<file path="src/rtl/cons_pkg.sv">
// Shared constants and types for the console port.
// Assumes an 8-bit data path and byte addresses 0 (status/control) and 2 (data).
package cons_pkg;
    localparam int DATA_W   = 8;
    localparam int ST_RXF   = 0;
    localparam int ST_TXE   = 1;
    localparam int ST_PEND  = 7;
    localparam int CTL_RXIE = 7;
    localparam int CTL_TX_HI = 6;
    localparam int CTL_TX_LO = 5;
    localparam logic [1:0] TXIE_CODE = 2'b01;
    localparam int OFS_STAT = 0;
    localparam int OFS_DATA = 2;

    typedef struct packed {
        logic stat_rd;
        logic data_rd;
        logic ctl_wr;
        logic data_wr;
    } cons_acc_t;
endpackage

</file>
<file path="src/rtl/cons_bus_dec.sv">
// Bus access decoder: turns select, strobes and address into one-hot access kinds.
// Assumes only offsets 0 and 2 are mapped; all other offsets decode to nothing.
module cons_bus_dec
    import cons_pkg::*;
#(
    parameter int ADDR_W = 2
) (
    input  logic              sel,
    input  logic              rd,
    input  logic              wr,
    input  logic [ADDR_W-1:0] addr,
    output cons_acc_t         acc
);
    localparam logic [ADDR_W-1:0] A_STAT = ADDR_W'(OFS_STAT);
    localparam logic [ADDR_W-1:0] A_DATA = ADDR_W'(OFS_DATA);

    // Decode the access kind for this cycle.
    always_comb begin
        acc.stat_rd = sel && rd && (addr == A_STAT);
        acc.data_rd = sel && rd && (addr == A_DATA);
        acc.ctl_wr  = sel && wr && (addr == A_STAT);
        acc.data_wr = sel && wr && (addr == A_DATA);
    end
endmodule

</file>
<file path="src/rtl/cons_rx_buf.sv">
// One-entry receive buffer. Captures a character when empty, drops it when full,
// and empties when the data register is read. Assumes synchronous active-low reset.
module cons_rx_buf #(
    parameter int DW = 8
) (
    input  logic          clk,
    input  logic          rst_n,
    input  logic          in_vld,
    input  logic [DW-1:0] in_data,
    input  logic          take,
    output logic          full,
    output logic [DW-1:0] held
);
    // Track occupancy: fill on arrival into an empty slot, empty on a data read.
    always_ff @(posedge clk) begin
        if (!rst_n) begin
            full <= 1'b0;
        end else if (take) begin
            full <= 1'b0;
        end else if (in_vld) begin
            full <= 1'b1;
        end
    end

    // Hold the character; a new one is accepted only into an empty slot.
    always_ff @(posedge clk) begin
        if (!rst_n) begin
            held <= '0;
        end else if (in_vld && !full && !take) begin
            held <= in_data;
        end
    end
endmodule

</file>
<file path="src/rtl/cons_irq_ctl.sv">
// Interrupt request logic. Raises once per held character when receive interrupts
// are enabled, drops on any data read, and on a data write with transmit interrupts
// enabled drops the request for one cycle before raising it again.
module cons_irq_ctl (
    input  logic clk,
    input  logic rst_n,
    input  logic full,
    input  logic rxie,
    input  logic txie,
    input  logic data_rd,
    input  logic data_wr,
    output logic irq,
    output logic pend,
    output logic kick
);
    logic raise;

    // A receive interrupt is due when a character waits and none is yet pending.
    always_comb raise = full && rxie && !pend;

    // Sequence the request, the pending flag and the transmit re-raise.
    always_ff @(posedge clk) begin
        if (!rst_n) begin
            irq  <= 1'b0;
            pend <= 1'b0;
            kick <= 1'b0;
        end else begin
            kick <= 1'b0;
            if (data_rd) begin
                irq  <= 1'b0;
                pend <= 1'b0;
            end else begin
                if (data_wr && txie) begin
                    irq  <= 1'b0;
                    kick <= 1'b1;
                end else if (kick || raise) begin
                    irq <= 1'b1;
                end
                if (raise) begin
                    pend <= 1'b1;
                end
            end
        end
    end
endmodule

</file>
<file path="src/rtl/cons_tx_out.sv">
// Transmit side: registers the written byte and a one-cycle valid strobe.
// Assumes the consumer always accepts; the transmitter never reports busy.
module cons_tx_out #(
    parameter int DW = 8
) (
    input  logic          clk,
    input  logic          rst_n,
    input  logic          wr,
    input  logic [DW-1:0] wdata,
    output logic          vld,
    output logic [DW-1:0] data
);
    // Present each written byte for exactly one cycle.
    always_ff @(posedge clk) begin
        if (!rst_n) begin
            vld  <= 1'b0;
            data <= '0;
        end else begin
            vld <= wr;
            if (wr) begin
                data <= wdata;
            end
        end
    end
endmodule

</file>
<file path="src/rtl/console_uart.sv">
// Console serial port top: control register, status assembly, read mux and
// interrupt acknowledge answer. Only the interrupt-enable control fields are kept.
module console_uart
    import cons_pkg::*;
#(
    parameter int          ADDR_W    = 2,
    parameter int          LVL_W     = 3,
    parameter int unsigned IRQ_LEVEL = 5
) (
    input  logic              clk,
    input  logic              rst_n,
    input  logic              bus_sel,
    input  logic              bus_rd,
    input  logic              bus_wr,
    input  logic [ADDR_W-1:0] bus_addr,
    input  logic [DATA_W-1:0] bus_wdata,
    output logic [DATA_W-1:0] bus_rdata,
    input  logic              char_in_vld,
    input  logic [DATA_W-1:0] char_in,
    output logic              char_out_vld,
    output logic [DATA_W-1:0] char_out,
    output logic              irq_req,
    input  logic              ack_valid,
    input  logic [LVL_W-1:0]  ack_level,
    output logic              ack_autovec
);
    localparam logic [LVL_W-1:0] LVL_CODE = LVL_W'(IRQ_LEVEL);

    cons_acc_t         acc;
    logic              rxie;
    logic [1:0]        txsel;
    logic              txie;
    logic              rx_full;
    logic [DATA_W-1:0] rx_held;
    logic              rx_pend;
    logic              tx_kick;
    logic [DATA_W-1:0] status;

    cons_bus_dec #(.ADDR_W(ADDR_W)) u_dec (
        .sel (bus_sel),
        .rd  (bus_rd),
        .wr  (bus_wr),
        .addr(bus_addr),
        .acc (acc)
    );

    // Control register: keep only the receive and transmit interrupt enables.
    always_ff @(posedge clk) begin
        if (!rst_n) begin
            rxie  <= 1'b0;
            txsel <= 2'b00;
        end else if (acc.ctl_wr) begin
            rxie  <= bus_wdata[CTL_RXIE];
            txsel <= bus_wdata[CTL_TX_HI:CTL_TX_LO];
        end
    end

    // Transmit interrupts are on only for the one selector code.
    always_comb txie = (txsel == TXIE_CODE);

    cons_rx_buf #(.DW(DATA_W)) u_rx (
        .clk    (clk),
        .rst_n  (rst_n),
        .in_vld (char_in_vld),
        .in_data(char_in),
        .take   (acc.data_rd),
        .full   (rx_full),
        .held   (rx_held)
    );

    cons_irq_ctl u_irq (
        .clk    (clk),
        .rst_n  (rst_n),
        .full   (rx_full),
        .rxie   (rxie),
        .txie   (txie),
        .data_rd(acc.data_rd),
        .data_wr(acc.data_wr),
        .irq    (irq_req),
        .pend   (rx_pend),
        .kick   (tx_kick)
    );

    cons_tx_out #(.DW(DATA_W)) u_tx (
        .clk  (clk),
        .rst_n(rst_n),
        .wr   (acc.data_wr),
        .wdata(bus_wdata),
        .vld  (char_out_vld),
        .data (char_out)
    );

    // Assemble the status byte from the live flags.
    always_comb begin
        status          = '0;
        status[ST_RXF]  = rx_full;
        status[ST_TXE]  = 1'b1;
        status[ST_PEND] = rx_pend;
    end

    // Read mux: status, held character, or all-ones for an empty buffer.
    always_comb begin
        if (acc.stat_rd) begin
            bus_rdata = status;
        end else if (acc.data_rd) begin
            bus_rdata = rx_full ? rx_held : '1;
        end else begin
            bus_rdata = '0;
        end
    end

    // Answer an acknowledge at this port's level with the autovector.
    always_comb ack_autovec = ack_valid && (ack_level == LVL_CODE);
endmodule

</file>
<file path="config.mk">
export PLATFORM = sky130hd
export DESIGN_NAME = console_uart
export DESIGN_NICKNAME = d
export VERILOG_FILES = /design/src/rtl/cons_pkg.sv /design/src/rtl/cons_bus_dec.sv /design/src/rtl/cons_rx_buf.sv /design/src/rtl/cons_irq_ctl.sv /design/src/rtl/cons_tx_out.sv /design/src/rtl/console_uart.sv
export SDC_FILE = /design/constraint.sdc
export NUM_CORES = 1
export LEC_CHECK = 0
export BUFFER_PORTS_ARGS = -buffer_cell sky130_fd_sc_hd__clkbuf_2
export CAP_MARGIN = 25
export CORE_MARGIN = 10
export CORE_UTILIZATION = 41
export CTS_CLUSTER_SIZE = 16
export DETAILED_ROUTE_END_ITERATION = 10
export GPL_TIMING_DRIVEN = 1
export MAX_ROUTING_LAYER = met4
export PLACE_DENSITY = 0.74
export SLEW_MARGIN = 10
export SYNTH_ARGS = -nofsm -noshare
export SYNTH_HDL_FRONTEND = slang
export SYNTH_SLANG_ARGS = --single-unit
</file>
<file path="constraint.sdc">
create_clock -name clk -period 1.3 [get_ports clk]
set_input_delay 0.13 -clock clk [delete_from_list [all_inputs] [get_ports clk]]
set_output_delay 0.13 -clock clk [all_outputs]
set_load 0.005 [all_outputs]
</file>
### After elaboration in Yosys (flattened, before gate mapping)

Cells that the tools add are included.

| storage, ports and cells | value |
|---|---|
| register bits after elaboration | 24 |
| latch bits | 0 |
| bits in writable memories | 0 |
| ROM bits | 0 |
| input port bits | 28 |
| logic and storage cells | 36 |
| memories | 0 |

| cells by class | value |
|---|---|
| add/sub/neg operators | 0 |
| $mul | 0 |
| divide/modulo/power cells | 0 |
| $lt $le $gt $ge | 0 |
| eq/ne operators | 3 |
| shift operators | 0 |
| multiplexer cells | 4 |
| bitwise operators | 1 |
| reductions and logical operators | 19 |

Operators with widths:

| kind | count |
|---|---|
| 2-to-1 mux 8 bit | 3 |
| logical AND 1 bit | 12 |
| == test 3 bit, second input constant | 1 |
| zero test 1 bit | 3 |
| OR reduction 3 bit | 1 |
| == test 2 x 1 -> 1 bit, second input constant | 1 |
| == test 2 bit, second input constant | 1 |
| zero test 2 bit | 1 |
| OR reduction 2 bit | 1 |
| logical OR 1 bit | 1 |
| 2-to-1 mux 1 bit | 1 |
| inverter 1 bit | 1 |

### Depth between registers and ports, before layout

Gate-level depths: netlist of the first run.

| logic depth | value |
|---|---|
| depth in word-level cells | 4 |
| depth in mapped cells | 5 |
| depth with buffers taken out | 3 |

### Hierarchy

Synthesis of the first run repeated with hierarchy kept, for this count alone.

| second synthesis, totals | value |
|---|---|
| cell total of the unflattened synthesis | 112 |
| area, all modules | 1,093.5 sq um |

By module, submodules not included:

| module | times used | cells an instance | area an instance (sq um) | sequential area each (sq um) |
|---|---|---|---|---|
| cons_rx_buf | 1 | 39 | 370.4 | 180.2 |
| cons_tx_out | 1 | 27 | 329.1 | 180.2 |
| console_uart | 1 | 31 | 237.7 | 60.1 |
| cons_irq_ctl | 1 | 11 | 108.9 | 60.1 |
| cons_bus_dec | 1 | 4 | 47.5 | 0.0 |

### Worst setup path before layout of the first run

No wires, ideal clock.

| timing | value |
|---|---|
| path type | register to output |
| start point | register u_rx.full |
| end point | output bus_rdata[0] |
| data arrival time | 880 ps |
| data required time | 1,170 ps |
| path slack | 290 ps |
| cell stages (with the launch flop) | 4 |
| path buffers | 1 |
| path through | dfxtp_1 clkbuf_1 nor2_1 nor3_1 |

| between the ends | value |
|---|---|
| word-level cells in the longest chain between the ends | 3 |

RTL lines:

| item | line | source |
|---|---|---|
| start, declared | cons_rx_buf.sv:11 | `output logic full,` |
| start signal, assigned | cons_rx_buf.sv:17 | `full <= 1'b0;` |
| start signal, assigned | cons_rx_buf.sv:19 | `full <= 1'b0;` |
| start signal, assigned | cons_rx_buf.sv:21 | `full <= 1'b1;` |
| 2-to-1 mux 8 bit | console_uart.sv:106 | `bus_rdata = rx_full ? rx_held : '1;` |
| 2-to-1 mux 8 bit | console_uart.sv:105 | `end else if (acc.data_rd) begin` |
| 2-to-1 mux 8 bit (*) | console_uart.sv:103 | `if (acc.stat_rd) begin` |
| end, declared | console_uart.sv:17 | `output logic [DATA_W-1:0] bus_rdata,` |

Mark *: on every way between the ends. The rest lies on a longest branch, timed or not.

### Final worst setup path of the first run

| timing | value |
|---|---|
| start point | register u_rx.full |
| end point | output bus_rdata[7] |

| between the ends | value |
|---|---|
| word-level cells in the longest chain between the ends | 3 |

RTL lines:

| item | line |
|---|---|
| 2-to-1 mux 8 bit | console_uart.sv:106 |
| 2-to-1 mux 8 bit | console_uart.sv:105 |
| 2-to-1 mux 8 bit | console_uart.sv:103 |

Every way passes these cells.

==> impl_summary.md, run 1 <==
Floorplan
The I/O pin count is 47. The core region is between 2000 and 2500 µm². For this configuration, the core starts out at a cell density of between 40 and 50%. The die covers 5020 µm². The width of the chip is 70.8 µm. Row generation in the floorplan step produced 18 rows. The die extent in y is 70.8 µm.

Worst setup path
On the worst path, the slowest cell contributes a delay of 0.39 ns. The slowest cell on the critical path is sky130_fd_sc_hd__dfxtp_4. The critical path goes through a311oi_2, buf_2. The critical path crosses 2 cells after its start point. The family of cells with the greatest summed delay on the critical path is flip-flops. The category of the critical setup timing path is reg2out.

The most critical setup path has its startpoint at u_rx.full. STA puts the critical path data arrival time at 1.14 ns. Along the worst path, the maximum fanout reaches 6. The combined buffer and inverter count along the critical path is 1. Counting cells, the worst reg-to-reg path comes to 2. The startpoint of the lowest-slack register-to-register path is u_rx.full. The critical path startpoint category is a flip-flop. STA classifies the critical path endpoint as a primary output. The required time at the endpoint of the critical path is between 1 and 1.5 ns.

Synth
The post-synthesis area per instance is 8.69 µm². Among all cell types in the netlist, the one instantiated most often is sky130_fd_sc_hd__nand2_1. The share of flip-flops with an asynchronous set or reset is 0%. The count of yosys warnings during synthesis is 0. Sequential elements use between 40% and 50% of the synthesized area. By area the synthesized netlist is led by sky130_fd_sc_hd__dfxtp_1 (45%), sky130_fd_sc_hd__nand2_1 (12%), sky130_fd_sc_hd__mux2i_1 (10%).

The portion of synthesized cell area occupied by the leading cell type is around 45%. When the netlist entered floorplanning its net count stood at 150. Counting instances in the post-synthesis netlist gives the leading cell types as sky130_fd_sc_hd__nand2_1 (34), sky130_fd_sc_hd__dfxtp_1 (24), sky130_fd_sc_hd__mux2i_1 (11).

Synthesis instantiated 23 different standard cells from the library. In the synthesized netlist the dominant register cell turns out to be sky130_fd_sc_hd__dfxtp_1. Counting flops and latches in the post-synthesis netlist gives 24. The cell count after synthesis came out at 122. After synthesis the cells add up to 1060 µm². In this run, synthesis inferred 0 flip-flops with an integrated enable. The most area-hungry cell type in the Yosys netlist is sky130_fd_sc_hd__dfxtp_1.

Job
The max-capacitance violation count is 0.

Routing
The total detailed-routing wirelength is between 2000 and 3000 µm. After detailed routing, the average wire length per cell comes to 13.5 µm. For this block, the via count after detailed routing is ~1,000. The via count normalized by instance count is 4.99.

The number of routed nets with antenna violations is 0. After detailed routing, the wire length on met1 is 1330 µm. The first TritonRoute pass finished after 4 iterations.

The routed length on met2 is 1090 µm. In this run, the number of DRC markers left after iteration 0 of detailed routing was 69. The amount of wire on met3 after detailed routing is 232 µm. The highest layer touched by signal routing is met4. For this run, design rule violations remaining after detail routing come to 0.

STA
The number of max-slew violations in the final report came to 0. The smallest setup slack after layout is 0.0332 ns. Summed over all failing endpoints, the final setup total negative slack is 0 ns. The final critical-path required period is 1.27 ns. The worst max-slew margin expressed relative to the limit is about two thirds. Setup repair after global routing could not meet its margin everywhere. For the final database, setup skew stands at 0.00737 ns. The maximum frequency from static timing analysis is 789 MHz. The slew at the pin closest to its max-slew limit is between 0.4 and 0.5 ns. The hold violation count in the final report is 0.

After layout, the worst path uses between 90% and 100% of the clock period. Setup violations remaining at the end of the flow were counted as 0.

GRT
The global-route wire length before repair is 4400 µm. The number of antenna violations at the first check in global routing was 0. Global routing consumed, over all layers together, 10.6% of the routing resources. Summed over all layers, the global routing overflow is 0. Entering global routing, the biggest net connects 18 pins. The via count of the first global-routing pass is 1,038.

Placement
The total instance count after detailed placement is 195. The minimum setup slack after placement is about 0.059 ns. Once placement finished, the instance area stood at between 1000 and 1500 µm².

At the end of routability-driven placement, the weighted congestion stood at slightly above 0.7. The final HPWL from detailed placement is about 2100 µm. During placement, the flow inserted port buffers numbering 46.

CTS
The count of H-tree levels built during CTS is 1. The CTS clock-pin slew for the worst setup and hold paths is 0.13 ns. CTS placed an instance of sky130_fd_sc_hd__clkbuf_4 at the clock tree root. In this run, post-CTS hold repair placed 0 buffers. Counting along the longest clock path gives a buffer depth of 2. The number of buffers added by the clock tree synthesis step is 3. The latest clock arrival within the worst-skew pair is 0.31 ns. TritonCTS built the clock tree. The tree built by TritonCTS fans out to 24 sinks.

Power and ir drop
The total power per unit cell area is 931 nW/µm². The maximum vdd ir drop is 532 µV. After layout, the design draws a total of 1280 µW. The analysis attributes to cell leakage a power of 0.000624 µW.

Finish
0 antenna diodes ended up in the layout. The count of cells in the finished layout, fillers not included, comes to around 200. The final instance area is around 1400 µm². The fraction of final layout cells sized beyond drive strength 1 is 38.7%. The number of filler instances in the final layout is 230. The area growth from synthesis to layout is 29.6%. The final layout net count is 198.

Worst hold path
The worst hold path begins at char_in_vld. The min-delay analysis places its worst path in the category in2reg. The worst hold path was traced through 3 stages.

Status
The run finished with clean final reports.
==> state kept, by name, indices dropped and copies added (netlist names) <==
register / count
u_irq.kick: 1
u_irq.pend: 1
u_irq.irq: 1
txsel: 2
u_tx.vld: 1
rxie: 1
u_rx.held: 8
u_tx.data: 8
u_rx.full: 1
==> worst paths after layout <==
kind	endpoint	slack, ns
max	bus_rdata[7]	0.03
min	u_rx.full	0.04
max reg2reg	u_rx.held[7]	0.08
min reg2reg	u_tx.data[2]	0.47
==> logic make-up (layout without fill, tap and decap cells) <==
kind of cell    Yosys count  after routing  share of synthesized area, %
compound gates           17             17                          10.7
buf+inv                  15             61                          6.49
flops                    24             24                          45.3
mux                      11             11                          10.4
simple gates             55             55                          27.0
==> per-layer routing <==
layer,vias up,GRT usage (%)
li1,494,-
met1,442,12.7
met2,49,16.0
met3,4,4.04
met4,0,3.23
met5,-,-
==> worst register-to-register path: stages (launching register included) <==
cell,delay (ns)
sky130_fd_sc_hd__dfxtp_4,0.39
sky130_fd_sc_hd__and3b_1,0.52
sky130_fd_sc_hd__mux2i_1,0.24
==> repair_timing <==
| action | in CTS | in global routing |
|---|---|---|
| buffers inserted | 0 | 0 |
| setup endpoints to repair | 2 | 5 |
| gates resized for setup | 3 | 9 |
| pin swaps | 1 | 0 |
| gates cloned | 0 | 0 |
==> cells in the final DEF, fill, tap and decap left out, drive strengths merged <==
cell type and instances:
a21oi 6, nor3 2, nor2b 4, and2 1, dfxtp 24, and3b 1
a21boi 8, and4bb 1, mux2i 11, nor3b 1, inv 8, clkbuf 47
and4b 2, a311oi 2, a31oi 1, buf 6, nand4b 2, nand3b 1
nand2 34, nor2 6
==> metrics by stage <==
step	util (%)	hold WS, ns
after detailed placement	53.2	0.367
after CTS	54.6	0.0322
final	55.5	0.0361
after global placement	53.2	0.363
after global routing	55.5	0.0420
after floorplan	-	0.246
==> cell type report <==
class / count / area [µm²] / area share (%)
Clock buffer: 3 / 22.5 / 1.64
Multi-Input combinational cell: 83 / 537 / 39.1
Tap cell: 30 / 37.5 / 2.73
Timing Repair Buffer: 50 / 260 / 18.9
Inverter: 8 / 30.0 / 2.19
Sequential cell: 24 / 487 / 35.4
==> power breakdown <==
| part | switching [µW] | internal [µW] | leakage [µW] |
|---|---|---|---|
| clock | 208 | 108 | 0.0000138 |
| combinational | 94.6 | 88.9 | 0.000413 |
| sequential | 16.8 | 763 | 0.000197 |
| total | 319 | 960 | 0.000624 |
Note: power is estimated with default switching activity, not from simulation.
==> run 2: changes to the inputs <==
--- a/config.mk
+++ b/config.mk
@@ -14,6 +14,7 @@
 export GPL_TIMING_DRIVEN = 1
 export MAX_ROUTING_LAYER = met4
 export PLACE_DENSITY = 0.74
+export SKIP_LAST_GASP = 1
 export SLEW_MARGIN = 10
 export SYNTH_ARGS = -nofsm -noshare
 export SYNTH_HDL_FRONTEND = slang
==> constraint.sdc (replaced) <==
create_clock -name clk -period 1.6 [get_ports clk]
set_input_delay 0.16 -clock clk [delete_from_list [all_inputs] [get_ports clk]]
set_output_delay 0.16 -clock clk [all_outputs]
set_load 0.005 [all_outputs]
==> impl_summary.md, run 2 (synthesis gave the netlist of run 1 again) <==
Status
Status: completed (unchanged).

STA
Based on the critical path, the design can be clocked at up to 690 MHz. The number of setup violations in the final report is 0 (unchanged). The hold violation count in the final report was 0 (unchanged). The worst hold slack is 0.0511 ns (was 0.0361 ns).

After layout, the minimum clock period comes to 1.45 ns. The final total negative setup slack is 0 ns (unchanged). The worst path uses 90.6% of the clock period.

The smallest setup slack after layout came to 0.151 ns (was 0.0332 ns). The number of max-slew violations in the final report is 0 (unchanged). RSZ-0062 raised after global routing: no (was yes). The worst max-slew margin expressed relative to the limit is 68.1% (was 67.3%). The final worst clock skew is 0.00743 ns (was 0.00737 ns). The slew at the pin closest to its max-slew limit is 0.478 ns (was 0.490 ns).

Worst setup path
The largest stage delay on the critical path was 0.48 ns (was 0.39 ns). The worst reg-to-reg setup slack came to 0.35 ns (was 0.08 ns). The slowest cell on the critical path is sky130_fd_sc_hd__dfxtp_2 (was sky130_fd_sc_hd__dfxtp_4).

The critical path startpoint category is a flip-flop (unchanged). The required time at the endpoint of the critical path is 1.44 ns (was 1.17 ns). The endpoint arrival time on the critical path came to 1.29 ns (was 1.14 ns).

The combined buffer and inverter count along the critical path is 1 (unchanged). The category of the critical setup timing path is reg2out (unchanged). The family of cells with the greatest summed delay on the critical path is flip-flops (unchanged). Sequence of cells on the critical path: nor2_1, nor3_1, clkbuf_2 (was a311oi_2, buf_2).

The maximum fanout encountered on the critical timing path is 13 (was 6). The kind of end point of the critical path was a primary output (unchanged).

Routing
The total detailed-routing wirelength is 2590 µm (was 2670 µm). The number of DRC markers in iteration 0 is 45 (was 69). The number of routed nets with antenna violations is 0 (unchanged). The overall via count from detail_route came to 952 (was 989).

The average routed wire per standard cell is 13.3 µm (was 13.5 µm). The final routed DRC violation total came to 0 (unchanged). The via count normalized by instance count is 4.88 (was 4.99).

The first-pass iteration count of the detailed router was 4 (unchanged).

Finish
The final layout net count was 194 (was 198). The final cell utilization of the core is 54.2% (was 55.5%). The area growth from synthesis to layout came to 26.7% (was 29.6%). The leading cell type in the layout, fill and taps excluded is sky130_fd_sc_hd__clkbuf_2 (unchanged). Highest-count cells in the layout ignoring fill and taps: sky130_fd_sc_hd__clkbuf_2 (46), sky130_fd_sc_hd__nand2_1 (34), sky130_fd_sc_hd__dfxtp_1 (23) (was sky130_fd_sc_hd__clkbuf_2 (44), sky130_fd_sc_hd__nand2_1 (34), sky130_fd_sc_hd__dfxtp_1 (21)). The fraction of final layout cells sized beyond drive strength 1 is 32.7% (was 38.7%).

Largest registers in the final layout: u_rx.held (8), u_tx.data (8), txsel (2) (unchanged). The diode insertion count for antenna repair was 0 (unchanged). The final instance area is 1340 µm² (was 1370 µm²).

CTS
The total clock sinks is 24 (unchanged). The buffer levels on the longest clock path is 2 (unchanged). The clock root buffer is sky130_fd_sc_hd__clkbuf_4 (unchanged). The TritonCTS clock tree is done (unchanged). The count of H-tree levels built during CTS is 1 (unchanged). The number of buffers added by the clock tree synthesis step is 3 (unchanged). The CTS clock-pin slew for the worst setup and hold paths is 0.14 ns (was 0.13 ns).

The latest clock arrival within the worst-skew pair is 0.31 ns (about the same).

Floorplan
The standard cell core area is 2480 µm² (unchanged). The die extent in y is 70.8 µm (unchanged). The starting density of the core is 42.8% (unchanged).

The width of the chip is 70.8 µm (unchanged). The placement row count is 18 (unchanged). The I/O pin count is 47 (unchanged). The full die area came to 5020 µm² (unchanged).

Power and ir drop
The maximum vdd ir drop is 531 µV (was 532 µV). The total power per unit cell area was 896 nW/µm² (was 931 nW/µm²). The sequential power share is 52.9% (was 61.0%). The internal power consumption was 939 µW (was 960 µW). The fraction of power spent switching nets is 22.0% (was 25.0%). The clock network fraction of design power is 36.2% (was 24.7%). The part of the power in combinational logic came to 10.9% (was 14.3%). The net switching power was 264 µW (was 319 µW). The leakage component of the power is 0.000617 µW (was 0.000624 µW).

GRT
The most used routing layer in global routing was met2 (unchanged). The met1 layer usage reported by global route came to 13.1% (was 12.7%). The number of antenna violations at the first check in global routing is 0 (unchanged). The overall fraction of global-route tracks in use is 10.8% (was 10.6%). The maximum number of pins on one net before global-route repair is 30 (was 18). The global routing met2 resource utilization was 16.2% (was 16.0%). The leftover overflow at the end of global routing is 0 (unchanged).

The met3 demand-to-capacity share in global routing came to 4.32% (was 4.04%). The via count of the first global-routing pass is 1,058 (was 1,038). The global-route wire length before repair was 4440 µm (was 4400 µm).

Placement
The count of input and output buffers is 46 (unchanged). The minimum setup slack after placement came to 0.309 ns (was 0.0595 ns). The placed cell area is 1290 µm² (was 1320 µm²).

The placer congestion estimate is 0.808 (was 0.725). The final HPWL from detailed placement is 2090 µm (was 2110 µm).

Worst hold path
The class of the worst hold path is in2reg (unchanged).

Job
The max-capacitance violation count is 0 (unchanged).
[run 2: cell types whose count changed in the layout (fill, tap and decap cells not counted), moves of 2 or more]
cell | previous run | this run
sky130_fd_sc_hd__a21oi_2 | 4 | 0
sky130_fd_sc_hd__buf_2 | 2 | 0
sky130_fd_sc_hd__a21oi_1 | 2 | 6
sky130_fd_sc_hd__clkbuf_2 | 44 | 46
sky130_fd_sc_hd__dfxtp_1 | 21 | 23
sky130_fd_sc_hd__buf_4 | 4 | 0
[run 2: area by class of cell]
class | count | area (µm²)
clock buffer | 3 | 22.5
clock inverter | 1 | 30.0
fill | 240 | 1130
inverter | 8 | 30.0
multi-input combinational | 83 | 510
sequential | 24 | 482
tap | 30 | 37.5
timing repair buffer | 46 | 230
[run 2: per-stage QoR]
| stage | power [µW] | instances |
|---|---|---|
| 3_3_place_gp | 775 | 191 |
| 6_report | 1200 | 195 |
| 2_1_floorplan | 725 | 122 |
| 3_5_place_dp | 781 | 191 |
| 4_1_cts | 1210 | 195 |
| 5_1_grt | 1260 | 195 |
[run 2: timing repair]
action	in CTS	in global routing
resized for setup	0	1
setup endpoints to repair	0	1
hold buffers	0	0
buffers inserted	0	0
[run 2: path summary, 6_finish.rpt]
check,cells past startpoint,endpoint,start
setup / recovery,3,bus_rdata[0],u_rx.full
hold / removal,3,u_rx.held[5],char_in[5]
setup reg to reg,2,u_rx.held[2],u_rx.full
hold reg to reg,2,u_rx.held[5],u_rx.held[5]
[run 2: power by group through the flow]
stage / clock network [µW] / registers [µW] / logic (µW)
2_1_floorplan: 0 / 643 / 82.3
3_3_place_gp: 0 / 647 / 128
3_5_place_dp: 0 / 649 / 133
4_1_cts: 444 / 635 / 133
5_1_grt: 472 / 639 / 149
6_report: 435 / 636 / 131
[run 2: layer usage]
metal  routed length [µm]  vias to the layer above
met5                    0                        -
met4                    8                        0
met2                 1030                       39
met3                  201                        2
li1                     -                      488
met1                 1350                      423
[run 2: worst register-to-register path, stage by stage, from the launching register on]
cell,delay [ns]
sky130_fd_sc_hd__dfxtp_2,0.41
sky130_fd_sc_hd__and3b_1,0.53
sky130_fd_sc_hd__mux2i_1,0.24
